## src/rtl/cart_mapper_pkg.sv

```systemverilog
package cart_mapper_pkg;
    localparam int WIN_OFS_W  = 13;
    localparam int SLOT_OFS_W = 10;
    localparam int IDX_W      = 4;
    localparam int PRG_SLOTS  = 4;
    localparam int CHR_SLOTS  = 8;

    localparam logic [15:0] ADDR_SEL_PORT  = 16'h8000;
    localparam logic [15:0] ADDR_DATA_PORT = 16'hA000;

    localparam logic [IDX_W-1:0] IDX_PRG_BASE = 4'd8;
    localparam logic [IDX_W-1:0] IDX_MIRROR   = 4'd12;

    typedef enum logic [1:0] {
        MIR_VERT  = 2'd0,
        MIR_HORZ  = 2'd1,
        MIR_PAGE0 = 2'd2,
        MIR_PAGE1 = 2'd3
    } mirror_e;
endpackage

```

## src/rtl/cart_mapper_regs.sv

```systemverilog
module cart_mapper_regs
    import cart_mapper_pkg::*;
#(
    parameter int CHR_BANK_W = 8
) (
    input  logic                                  clk,
    input  logic                                  rst_n,
    input  logic [15:0]                           cpu_addr,
    input  logic [7:0]                            cpu_wdata,
    input  logic                                  cpu_wr,
    output logic [CHR_SLOTS-1:0][CHR_BANK_W-1:0]  chr_bank_o,
    output logic [PRG_SLOTS-1:0][7:0]             prg_byte_o,
    output mirror_e                               mirror_o
);
    typedef struct packed {
        logic [IDX_W-1:0]                     idx;
        logic [CHR_SLOTS-1:0][CHR_BANK_W-1:0] chr;
        logic [PRG_SLOTS-1:0][7:0]            prg;
        mirror_e                              mir;
    } cfg_t;

    cfg_t cfg_d, cfg_q;

    logic sel_hit, data_hit;

    always_comb begin
        sel_hit  = cpu_wr && (cpu_addr == ADDR_SEL_PORT);
        data_hit = cpu_wr && (cpu_addr == ADDR_DATA_PORT);
        cfg_d    = cfg_q;
        if (sel_hit) begin
            cfg_d.idx = cpu_wdata[IDX_W-1:0];
        end
        if (data_hit) begin
            if (cfg_q.idx < IDX_PRG_BASE) begin
                cfg_d.chr[cfg_q.idx[2:0]] = cpu_wdata[CHR_BANK_W-1:0];
            end else if (cfg_q.idx < IDX_MIRROR) begin
                cfg_d.prg[cfg_q.idx[1:0]] = cpu_wdata;
            end else if (cfg_q.idx == IDX_MIRROR) begin
                cfg_d.mir = mirror_e'(cpu_wdata[1:0]);
            end
        end
    end

    always_ff @(posedge clk) begin
        if (!rst_n) begin
            cfg_q <= '0;
        end else begin
            cfg_q <= cfg_d;
        end
    end

    assign chr_bank_o = cfg_q.chr;
    assign prg_byte_o = cfg_q.prg;
    assign mirror_o   = cfg_q.mir;

    // the index port captures the low nibble of the written byte
    p_idx_load_r2: assert property (@(posedge clk) disable iff (!rst_n)
        (cpu_wr && cpu_addr == ADDR_SEL_PORT) |=> (cfg_q.idx == $past(cpu_wdata[IDX_W-1:0])));

    // unused indices leave every bank and the mirror mode untouched
    p_unused_idx_r10: assert property (@(posedge clk) disable iff (!rst_n)
        (cpu_wr && cpu_addr == ADDR_DATA_PORT && cfg_q.idx > IDX_MIRROR)
        |=> ($stable(chr_bank_o) && $stable(prg_byte_o) && $stable(mirror_o)));
endmodule

```

## src/rtl/cart_mapper_prg.sv

```systemverilog
module cart_mapper_prg
    import cart_mapper_pkg::*;
#(
    parameter int PRG_BANK_W = 6
) (
    input  logic                          clk,
    input  logic                          rst_n,
    input  logic [15:0]                   cpu_addr,
    input  logic                          cpu_wr,
    input  logic [PRG_SLOTS-1:0][7:0]     prg_byte,
    output logic [PRG_BANK_W+WIN_OFS_W-1:0] rom_addr,
    output logic [WIN_OFS_W-1:0]          wram_addr,
    output logic                          wram_sel,
    output logic                          wram_en,
    output logic                          open_bus
);
    localparam logic [2:0] WIN_FIRST = 3'd3;
    localparam logic [2:0] WIN_FIXED = 3'd7;

    logic [2:0] win;
    logic [2:0] slot;
    logic [7:0] bank_byte;
    logic       below;
    logic       ram_pick;
    logic       ram_on;

    always_comb begin
        win       = cpu_addr[15:13];
        slot      = win - WIN_FIRST;
        below     = (win < WIN_FIRST);
        bank_byte = (win == WIN_FIXED) ? 8'(2**PRG_BANK_W - 1) : prg_byte[slot[1:0]];
        ram_pick  = bank_byte[6];
        ram_on    = bank_byte[7];

        rom_addr  = {bank_byte[PRG_BANK_W-1:0], cpu_addr[WIN_OFS_W-1:0]};
        wram_addr = cpu_addr[WIN_OFS_W-1:0];
        wram_sel  = 1'b0;
        wram_en   = 1'b0;
        open_bus  = 1'b0;

        if (below) begin
            open_bus = !cpu_wr;
        end else if (cpu_wr) begin
            wram_sel = (win == WIN_FIRST);
            wram_en  = (win == WIN_FIRST);
        end else begin
            wram_sel = ram_pick;
            wram_en  = ram_pick && ram_on;
            open_bus = ram_pick && !ram_on;
        end
    end

    // reads below the first window float
    p_low_read_r6: assert property (@(posedge clk) disable iff (!rst_n)
        (!cpu_wr && cpu_addr < 16'h6000) |-> (open_bus && !wram_sel && !wram_en));

    // the top window never leaves the last ROM bank
    p_top_bank_r5: assert property (@(posedge clk) disable iff (!rst_n)
        (cpu_addr[15:13] == 3'b111) |-> (&rom_addr[PRG_BANK_W+WIN_OFS_W-1:WIN_OFS_W] && !wram_sel));

    // low-window writes always land in work RAM
    p_wram_write_r8: assert property (@(posedge clk) disable iff (!rst_n)
        (cpu_wr && cpu_addr[15:13] == 3'b011) |-> (wram_sel && wram_en && !open_bus));

    // an enabled RAM access never floats
    p_ram_gate_r7: assert property (@(posedge clk) disable iff (!rst_n)
        wram_en |-> (wram_sel && !open_bus));
endmodule

```

## src/rtl/cart_mapper_ppu.sv

```systemverilog
module cart_mapper_ppu
    import cart_mapper_pkg::*;
#(
    parameter int CHR_BANK_W = 8
) (
    input  logic                                  clk,
    input  logic                                  rst_n,
    input  logic [13:0]                           ppu_addr,
    input  logic [CHR_SLOTS-1:0][CHR_BANK_W-1:0]  chr_bank,
    input  mirror_e                               mirror,
    output logic [CHR_BANK_W+SLOT_OFS_W-1:0]      chr_addr,
    output logic [SLOT_OFS_W:0]                   ciram_addr,
    output logic                                  ciram_sel
);
    logic [2:0] slot;
    logic       page;

    always_comb begin
        slot = ppu_addr[12:10];
        case (mirror)
            MIR_VERT:  page = ppu_addr[10];
            MIR_HORZ:  page = ppu_addr[11];
            MIR_PAGE0: page = 1'b0;
            default:   page = 1'b1;
        endcase
        chr_addr   = {chr_bank[slot], ppu_addr[SLOT_OFS_W-1:0]};
        ciram_addr = {page, ppu_addr[SLOT_OFS_W-1:0]};
        ciram_sel  = ppu_addr[13];
    end

    // the nametable offset and the character offset agree
    p_offset_pass_r11: assert property (@(posedge clk) disable iff (!rst_n)
        ciram_addr[SLOT_OFS_W-1:0] == chr_addr[SLOT_OFS_W-1:0]);

    // fixed-page modes ignore both page address bits
    p_fixed_page_r9: assert property (@(posedge clk) disable iff (!rst_n)
        (mirror == MIR_PAGE0 || mirror == MIR_PAGE1) |-> (ciram_addr[SLOT_OFS_W] == mirror[0]));
endmodule

```

## src/rtl/cart_mapper.sv

```systemverilog
module cart_mapper
    import cart_mapper_pkg::*;
#(
    parameter int PRG_BANK_W = 6,
    parameter int CHR_BANK_W = 8,
    localparam int PRG_AW    = PRG_BANK_W + WIN_OFS_W,
    localparam int CHR_AW    = CHR_BANK_W + SLOT_OFS_W
) (
    input  logic              clk,
    input  logic              rst_n,
    input  logic [15:0]       cpu_addr,
    input  logic [7:0]        cpu_wdata,
    input  logic              cpu_wr,
    input  logic [13:0]       ppu_addr,
    output logic [PRG_AW-1:0] prg_rom_addr,
    output logic [WIN_OFS_W-1:0] wram_addr,
    output logic              wram_sel,
    output logic              wram_en,
    output logic              open_bus,
    output logic [CHR_AW-1:0] chr_addr,
    output logic [SLOT_OFS_W:0] ciram_addr,
    output logic              ciram_sel
);
    logic [CHR_SLOTS-1:0][CHR_BANK_W-1:0] chr_bank;
    logic [PRG_SLOTS-1:0][7:0]            prg_byte;
    mirror_e                              mirror;

    cart_mapper_regs #(.CHR_BANK_W(CHR_BANK_W)) u_regs (
        .clk        (clk),
        .rst_n      (rst_n),
        .cpu_addr   (cpu_addr),
        .cpu_wdata  (cpu_wdata),
        .cpu_wr     (cpu_wr),
        .chr_bank_o (chr_bank),
        .prg_byte_o (prg_byte),
        .mirror_o   (mirror)
    );

    cart_mapper_prg #(.PRG_BANK_W(PRG_BANK_W)) u_prg (
        .clk       (clk),
        .rst_n     (rst_n),
        .cpu_addr  (cpu_addr),
        .cpu_wr    (cpu_wr),
        .prg_byte  (prg_byte),
        .rom_addr  (prg_rom_addr),
        .wram_addr (wram_addr),
        .wram_sel  (wram_sel),
        .wram_en   (wram_en),
        .open_bus  (open_bus)
    );

    cart_mapper_ppu #(.CHR_BANK_W(CHR_BANK_W)) u_ppu (
        .clk        (clk),
        .rst_n      (rst_n),
        .ppu_addr   (ppu_addr),
        .chr_bank   (chr_bank),
        .mirror     (mirror),
        .chr_addr   (chr_addr),
        .ciram_addr (ciram_addr),
        .ciram_sel  (ciram_sel)
    );
endmodule

```

## config.mk

```make
export PLATFORM = sky130hd
export DESIGN_NAME = cart_mapper
export DESIGN_NICKNAME = d
export VERILOG_FILES = /design/src/rtl/cart_mapper_pkg.sv /design/src/rtl/cart_mapper_regs.sv /design/src/rtl/cart_mapper_prg.sv /design/src/rtl/cart_mapper_ppu.sv /design/src/rtl/cart_mapper.sv
export SDC_FILE = /design/constraint.sdc
export NUM_CORES = 1
export LEC_CHECK = 0
export ABC_AREA = 1
export BUFFER_PORTS_ARGS = -buffer_cell sky130_fd_sc_hd__buf_2
export CAP_MARGIN = 20
export CELL_PAD_IN_SITES_DETAIL_PLACEMENT = 0
export CELL_PAD_IN_SITES_GLOBAL_PLACEMENT = 1
export CORE_ASPECT_RATIO = 1.2
export CORE_UTILIZATION = 42
export CTS_CLUSTER_DIAMETER = 40
export DETAILED_ROUTE_END_ITERATION = 10
export PLACE_DENSITY_LB_ADDON = 0.2
export SYNTH_ARGS = -nofsm -noshare
export SYNTH_HDL_FRONTEND = slang
export SYNTH_SLANG_ARGS = --single-unit
```

## constraint.sdc

```tcl
create_clock -name clk -period 4.42 [get_ports clk]
set_clock_uncertainty 0.2 [all_clocks]
set_input_delay 0.221 -clock clk [delete_from_list [all_inputs] [get_ports clk]]
set_output_delay 0.221 -clock clk [all_outputs]
set_load 0.01 [all_outputs]
```

# Yosys cells after proc, flatten, opt, wreduce, memory -nomap -nowiden
# Cells that the tools add are included.
# word_totals
reg_bits,102
in_bits,41
elab_cells,63
# op_classes
eq_ne,7
n_lt_le_gt_ge,9
bitwise_logic,2
n_mux,18
reduce_logical,12
n_addsub,1
# op_table
operator,n
$bwmux W64,1
$mux W8,5
$bwmux W32,1
$eq A16 B16 Y1 const B,2
$bmux W8 S3,1
$demux W8 S3,1
$bmux W8 S2,1
$demux W8 S2,1
$lt A3 B4 Y1 const B,2
$lt A4 B4 Y1 const B,2
$logic_and A1 B1 Y1,6
$lt A2 B3 Y1 const B,2
$mux W1,6
$eq A4 B4 Y1 const B,1
$reduce_and A4 Y1,1
$eq A3 B2 Y1 const B,1
$eq A3 B3 Y1 const B,1
$ge A3 B1 Y1 const B,1
$lt A3 B2 Y1 const B,1
$pmux W1 S3,1
$reduce_and A3 Y1,1
$eq A2 B1 Y1 const B,1
$eq A2 B2 Y1 const B,1
$ge A2 B1 Y1 const B,1
other kinds (5),7

# Depth between registers and ports, before layout
# depth
depth_word,8
depth_mapped,10

# Modules after synthesis
# Synthesis repeated with hierarchy kept, for this count alone.
# hier_totals
cells_unflattened,1070
hier_area_um2,6860.3
# by_module_without_submodules
module,seq_area_each_um2,instances,cells_each,area_each_um2
cart_mapper_regs,2042.0,1,725,5154.9
cart_mapper_ppu,0.0,1,238,1113.6
cart_mapper_prg,0.0,1,107,591.8

# Least setup slack after synthesis
# No wires, ideal clock.
# synth_path
path_type,input-to-output
start,in cpu_addr[13]
end,out wram_en
path_slack_ns,2.595
t_arrival_ns,1.404
stages,9
n_path_buf,0
t_required_ns,3.999
path_cell_list,ha_1 clkinv_1 nor2_1 o21ai_0 o21ai_0 nand2_1 nand2_1 nand3_1 nor2_1
# synth_via
elab_chain_cells,7
elab_cells_between_ends,10
classes_between,add/sub (1); order compare (1); eq/ne (2); mux (5); reduce/logical (1)
# synth_rtl
item,line,text
"start, declared",cart_mapper.sv:11,"input logic [15:0] cpu_addr,"
$sub A2 B2 Y2,cart_mapper_prg.sv:29,slot = win - WIN_FIRST;
$bmux W8 S2,cart_mapper_prg.sv:31,bank_byte = (win == WIN_FIXED) ? 8'(2**PRG_BANK_W - 1) : prg_byte[slot[1:0]];
$mux W8 (not written as such),cart_mapper_prg.sv:31,
$mux W8,cart_mapper_prg.sv:31,
$logic_and A1 B1 Y1,cart_mapper_prg.sv:48,wram_en = ram_pick && ram_on;
$mux W1,cart_mapper_prg.sv:43,end else if (cpu_wr) begin
$mux W1 *,cart_mapper_prg.sv:41,if (below) begin
"end, declared",cart_mapper.sv:18,"output logic wram_en,"
# Mark *: on every way between the ends. The rest lies on a longest branch, timed or not. The select of a mux whose other input is x is not followed.

# Worst setup path in the final report
# Same ends and word-level chain as after synthesis.

==> impl_metrics.py <==
metrics = {
    "min_path": {
        "hold_path_end": "u_regs.mirror_o[0]$_SDFFE_PN0P_",
        "min-delay-start": "cpu_addr[1]",
        "hold_depth": 8,
        "hold_path.class": "in -> reg",
    },
    "routing": {
        "avgRoutedWirePerCell_um": 16.6,
        "routed_wl_um": 17100,
        "ant_nets": 0,
        "vias_per_cell": 5.37,
        "drc_errors": 0,
        "vias": 5534,
        "drt_iter0_drc": 303,
        "dr.pass1.iters": 4,
    },
    "pwr": {
        "switching_share_pct": 27.0,
        "vdd_ir_drop_max_v": 0.000193,
        "p_clk_share_pct": 40.8,
        "p_sw_w": 0.000511,
        "p_comb_share_pct": 10.7,
        "p_per_area_nw_per_um2": 314,
        "leakagePower_nw": 2.50,
        "p_int_w": 0.00138,
        "power_frac_seq_pct": 48.5,
        "fin_total_pwr_w": 0.00189,
    },
    "timing": {
        "min_period_ns": 2.58,
        "slew_headroom_pct": 28.8,
        "finalSetupTns_ns": 0,
        "finalSetupViolCount": 0,
        "hold_slack_ns": 0.191,
        "rsz0062_at_grt": "no",
        "finalCritPeriodShare_pct": 58.4,
        "hold_violations": 0,
        "setup_ws_ns": 1.84,
        "timing.fmax_ghz": 0.387,
        "tightest_slew_ns": 1.07,
        "slew_violations": 0,
    },
    "worst_setup_path": {
        "slowest_delay_ns": 0.50,
        "critPathTopFamily": "buffers and inverters",
        "reg2reg_depth": 8,
        "timing.rr.start": "u_regs.cfg_q[101]$_SDFFE_PN0P_",
        "slowest_stage": "ha_1",
        "crit_path_max_fanout": 19,
        "cp.required_ns": 4.00,
        "crit_chain": "buf_2 -> ha_1 -> clkinv_1 -> nor2_1 -> o21ai_0 -> o21ai_0 -> nand2_1 -> nand2_1 -> nand3_1 -> nor2_1 -> buf_2",
        "timing.rr.end": "u_regs.prg_byte_o[7]$_SDFFE_PN0P_",
        "path_buf_inv": 3,
        "worstSetupEndpointType": "primary output",
        "crit_path_start_kind": "input pin",
        "r2r_slack_ns": 1.99,
        "path_class": "in -> out",
        "cp.arrival_ns": 2.16,
    },
    "clock_tree": {
        "path_clk_slew_ns": 0.07,
        "clockBufferDepth": 2,
        "htreeDepth": 3,
        "postCtsSetupBuffers": 0,
        "clk_latency_ns": 0.36,
        "post_cts_resized": 0,
        "cts_tree": "done",
        "numCtsBuffers": 9,
        "cts.sinks": 102,
        "hold_buffers": 4,
        "cts_root_buf": "clkbuf_16",
    },
    "synth": {
        "synthDistinctLibCells": 24,
        "ys_seq_elements": 102,
        "yosysWarnings": 0,
        "ys_seq_area_share_pct": 35.8,
        "syn_nets": 910,
        "synth_area_per_cell_sq_um": 6.57,
        "syn-cell-area_sq_um": 5700,
        "syn_inst": 868,
    },
    "placed_design": {
        "dp_worst_setup_slack_ns": 1.82,
        "routabilityCongestion": 0.817,
        "place_area_sq_um": 5720,
        "io_buffers": 73,
        "dp_hpwl_um": 11200,
    },
    "finish": {
        "layout_common_cells": "nor2_1 (288), nand2_1 (144), dfxtp_1 (102), nand4_1 (99), buf_2 (73)",
        "postLayoutCellArea_sq_um": 6030,
        "multi_input_area_sq_um": 2910,
        "diodes": 0,
        "final_common_cell": "nor2_1",
        "n_fill_cell": 1453,
        "final_layout_size_suffix_gt1_share_pct": 14.2,
        "area_growth_syn_to_layout_pct": 5.79,
        "nNetsFinal": 899,
        "register_area_sq_um": 2040,
    },
    "run_status": {
        "outcome": "completed",
    },
    "grt": {
        "grt.total_usage_pct": 25.4,
        "grt_pass1_wl_um": 27300,
        "grt_pass1_vias": 5291,
        "grt_max_degree": 97,
        "grt_remaining_overflow": 0,
        "antenna_found_initial": 0,
    },
    "floorplanning": {
        "die_y_um": 130,
        "ioPinCount": 106,
        "die_w_um": 108,
        "dieArea_sq_um": 14000,
        "rows": 46,
        "core_sq_um": 13200,
        "start_util_pct": 43.1,
    },
    "job": {
        "drv_cap": 0,
    },
}
==> cell type report <==
| type | instances | area share, % |
|---|---|---|
| Multi-Input combinational cell | 622 | 48.3 |
| Sequential cell | 102 | 33.9 |
| Timing Repair Buffer | 81 | 7.22 |
| Clock buffer | 11 | 4.02 |
| Tap cell | 168 | 3.48 |
| Inverter | 41 | 2.55 |
| Clock inverter | 5 | 0.560 |
==> per-layer routing <==
metal	vias to the layer above	routed length (um)	GRT usage, %
met5	-	0	0
met4	0	457	11.1
met3	31	556	2.77
met2	119	8850	45.8
met1	2607	7200	30.1
li1	2777	-	-
==> worst max-delay path by stage <==
stage / startpoint / end / slack, ns / cells after the start
after global placement: cpu_addr[13] / wram_en / 1.87 / 11
after floorplan: cpu_addr[13] / wram_en / 2.59 / 9
after CTS: cpu_addr[13] / wram_en / 1.82 / 11
after detailed placement: cpu_addr[13] / wram_en / 1.82 / 11
after global routing: cpu_addr[13] / wram_en / 1.69 / 11
final: cpu_addr[13] / wram_en / 1.84 / 11
==> power groups by stage <==
stage | combinational [W] | clock, W | sequential, W
2_1_floorplan | 0.000158 | 0 | 0.000940
3_3_place_gp | 0.000199 | 0 | 0.000940
3_5_place_dp | 0.000201 | 0 | 0.000940
4_1_cts | 0.000204 | 0.000780 | 0.000918
5_1_grt | 0.000226 | 0.000814 | 0.000918
6_report | 0.000203 | 0.000772 | 0.000918
==> logic make-up (layout without fill, tap and decap cells) <==
logic type	count (synthesis)	in the layout	share of synthesized area (%)
buffers and inverters	144	138	13.2
and+or+nand+nor	564	564	44.2
AOI/OAI and AO/OA	57	57	6.54
DFF	102	102	35.8
adders and majority gates	1	1	0.219
==> sequential cells by signal, summed over array words and instances, names as in the netlist <==
signal,count
u_regs.cfg_q,4
u_regs.mirror_o,2
u_regs.chr_bank_o,64
u_regs.prg_byte_o,32
==> through the flow <==
stage | utilization, % | instances
global route | 45.6 | 1030
detailed placement | 43.2 | 1010
floorplan | - | 868
global placement | 43.2 | 1010
finish | 45.6 | 1030
CTS | 45.6 | 1030
==> synth_stat cells <==
cell      count  area, sq um
a21oi_1       1         5.00
buf_1         3         11.3
buf_2         8         40.0
buf_4        54          405
clkbuf_1     38          143
clkinv_1      2         7.51
dfxtp_1     102         2040
ha_1          1         12.5
inv_1        36          135
inv_2         3         11.3
nand2_1     144          541
nand3_1       6         30.0
nand3b_1      1         7.51
nand4_1      99          619
nand4_4       1         21.3
nor2_1      289         1080
nor2_2        9         56.3
nor2_4        9          101
nor3_2        6         60.1
o21ai_0      32          160
o21bai_1      1         7.51
o311ai_0      6         52.6
o31ai_1       1         7.51
o32ai_1      16          140
==> worst register-to-register path, cell delays in order, from the launching register on <==
cell	delay, ns
dfxtp_1	0.32
inv_2	0.05
buf_4	0.32
nor2_2	0.16
buf_4	0.34
nand4_1	0.34
nor2_2	0.43
nor2_1	0.11
nor2_1	0.10
(Power assumes the default switching activity.)
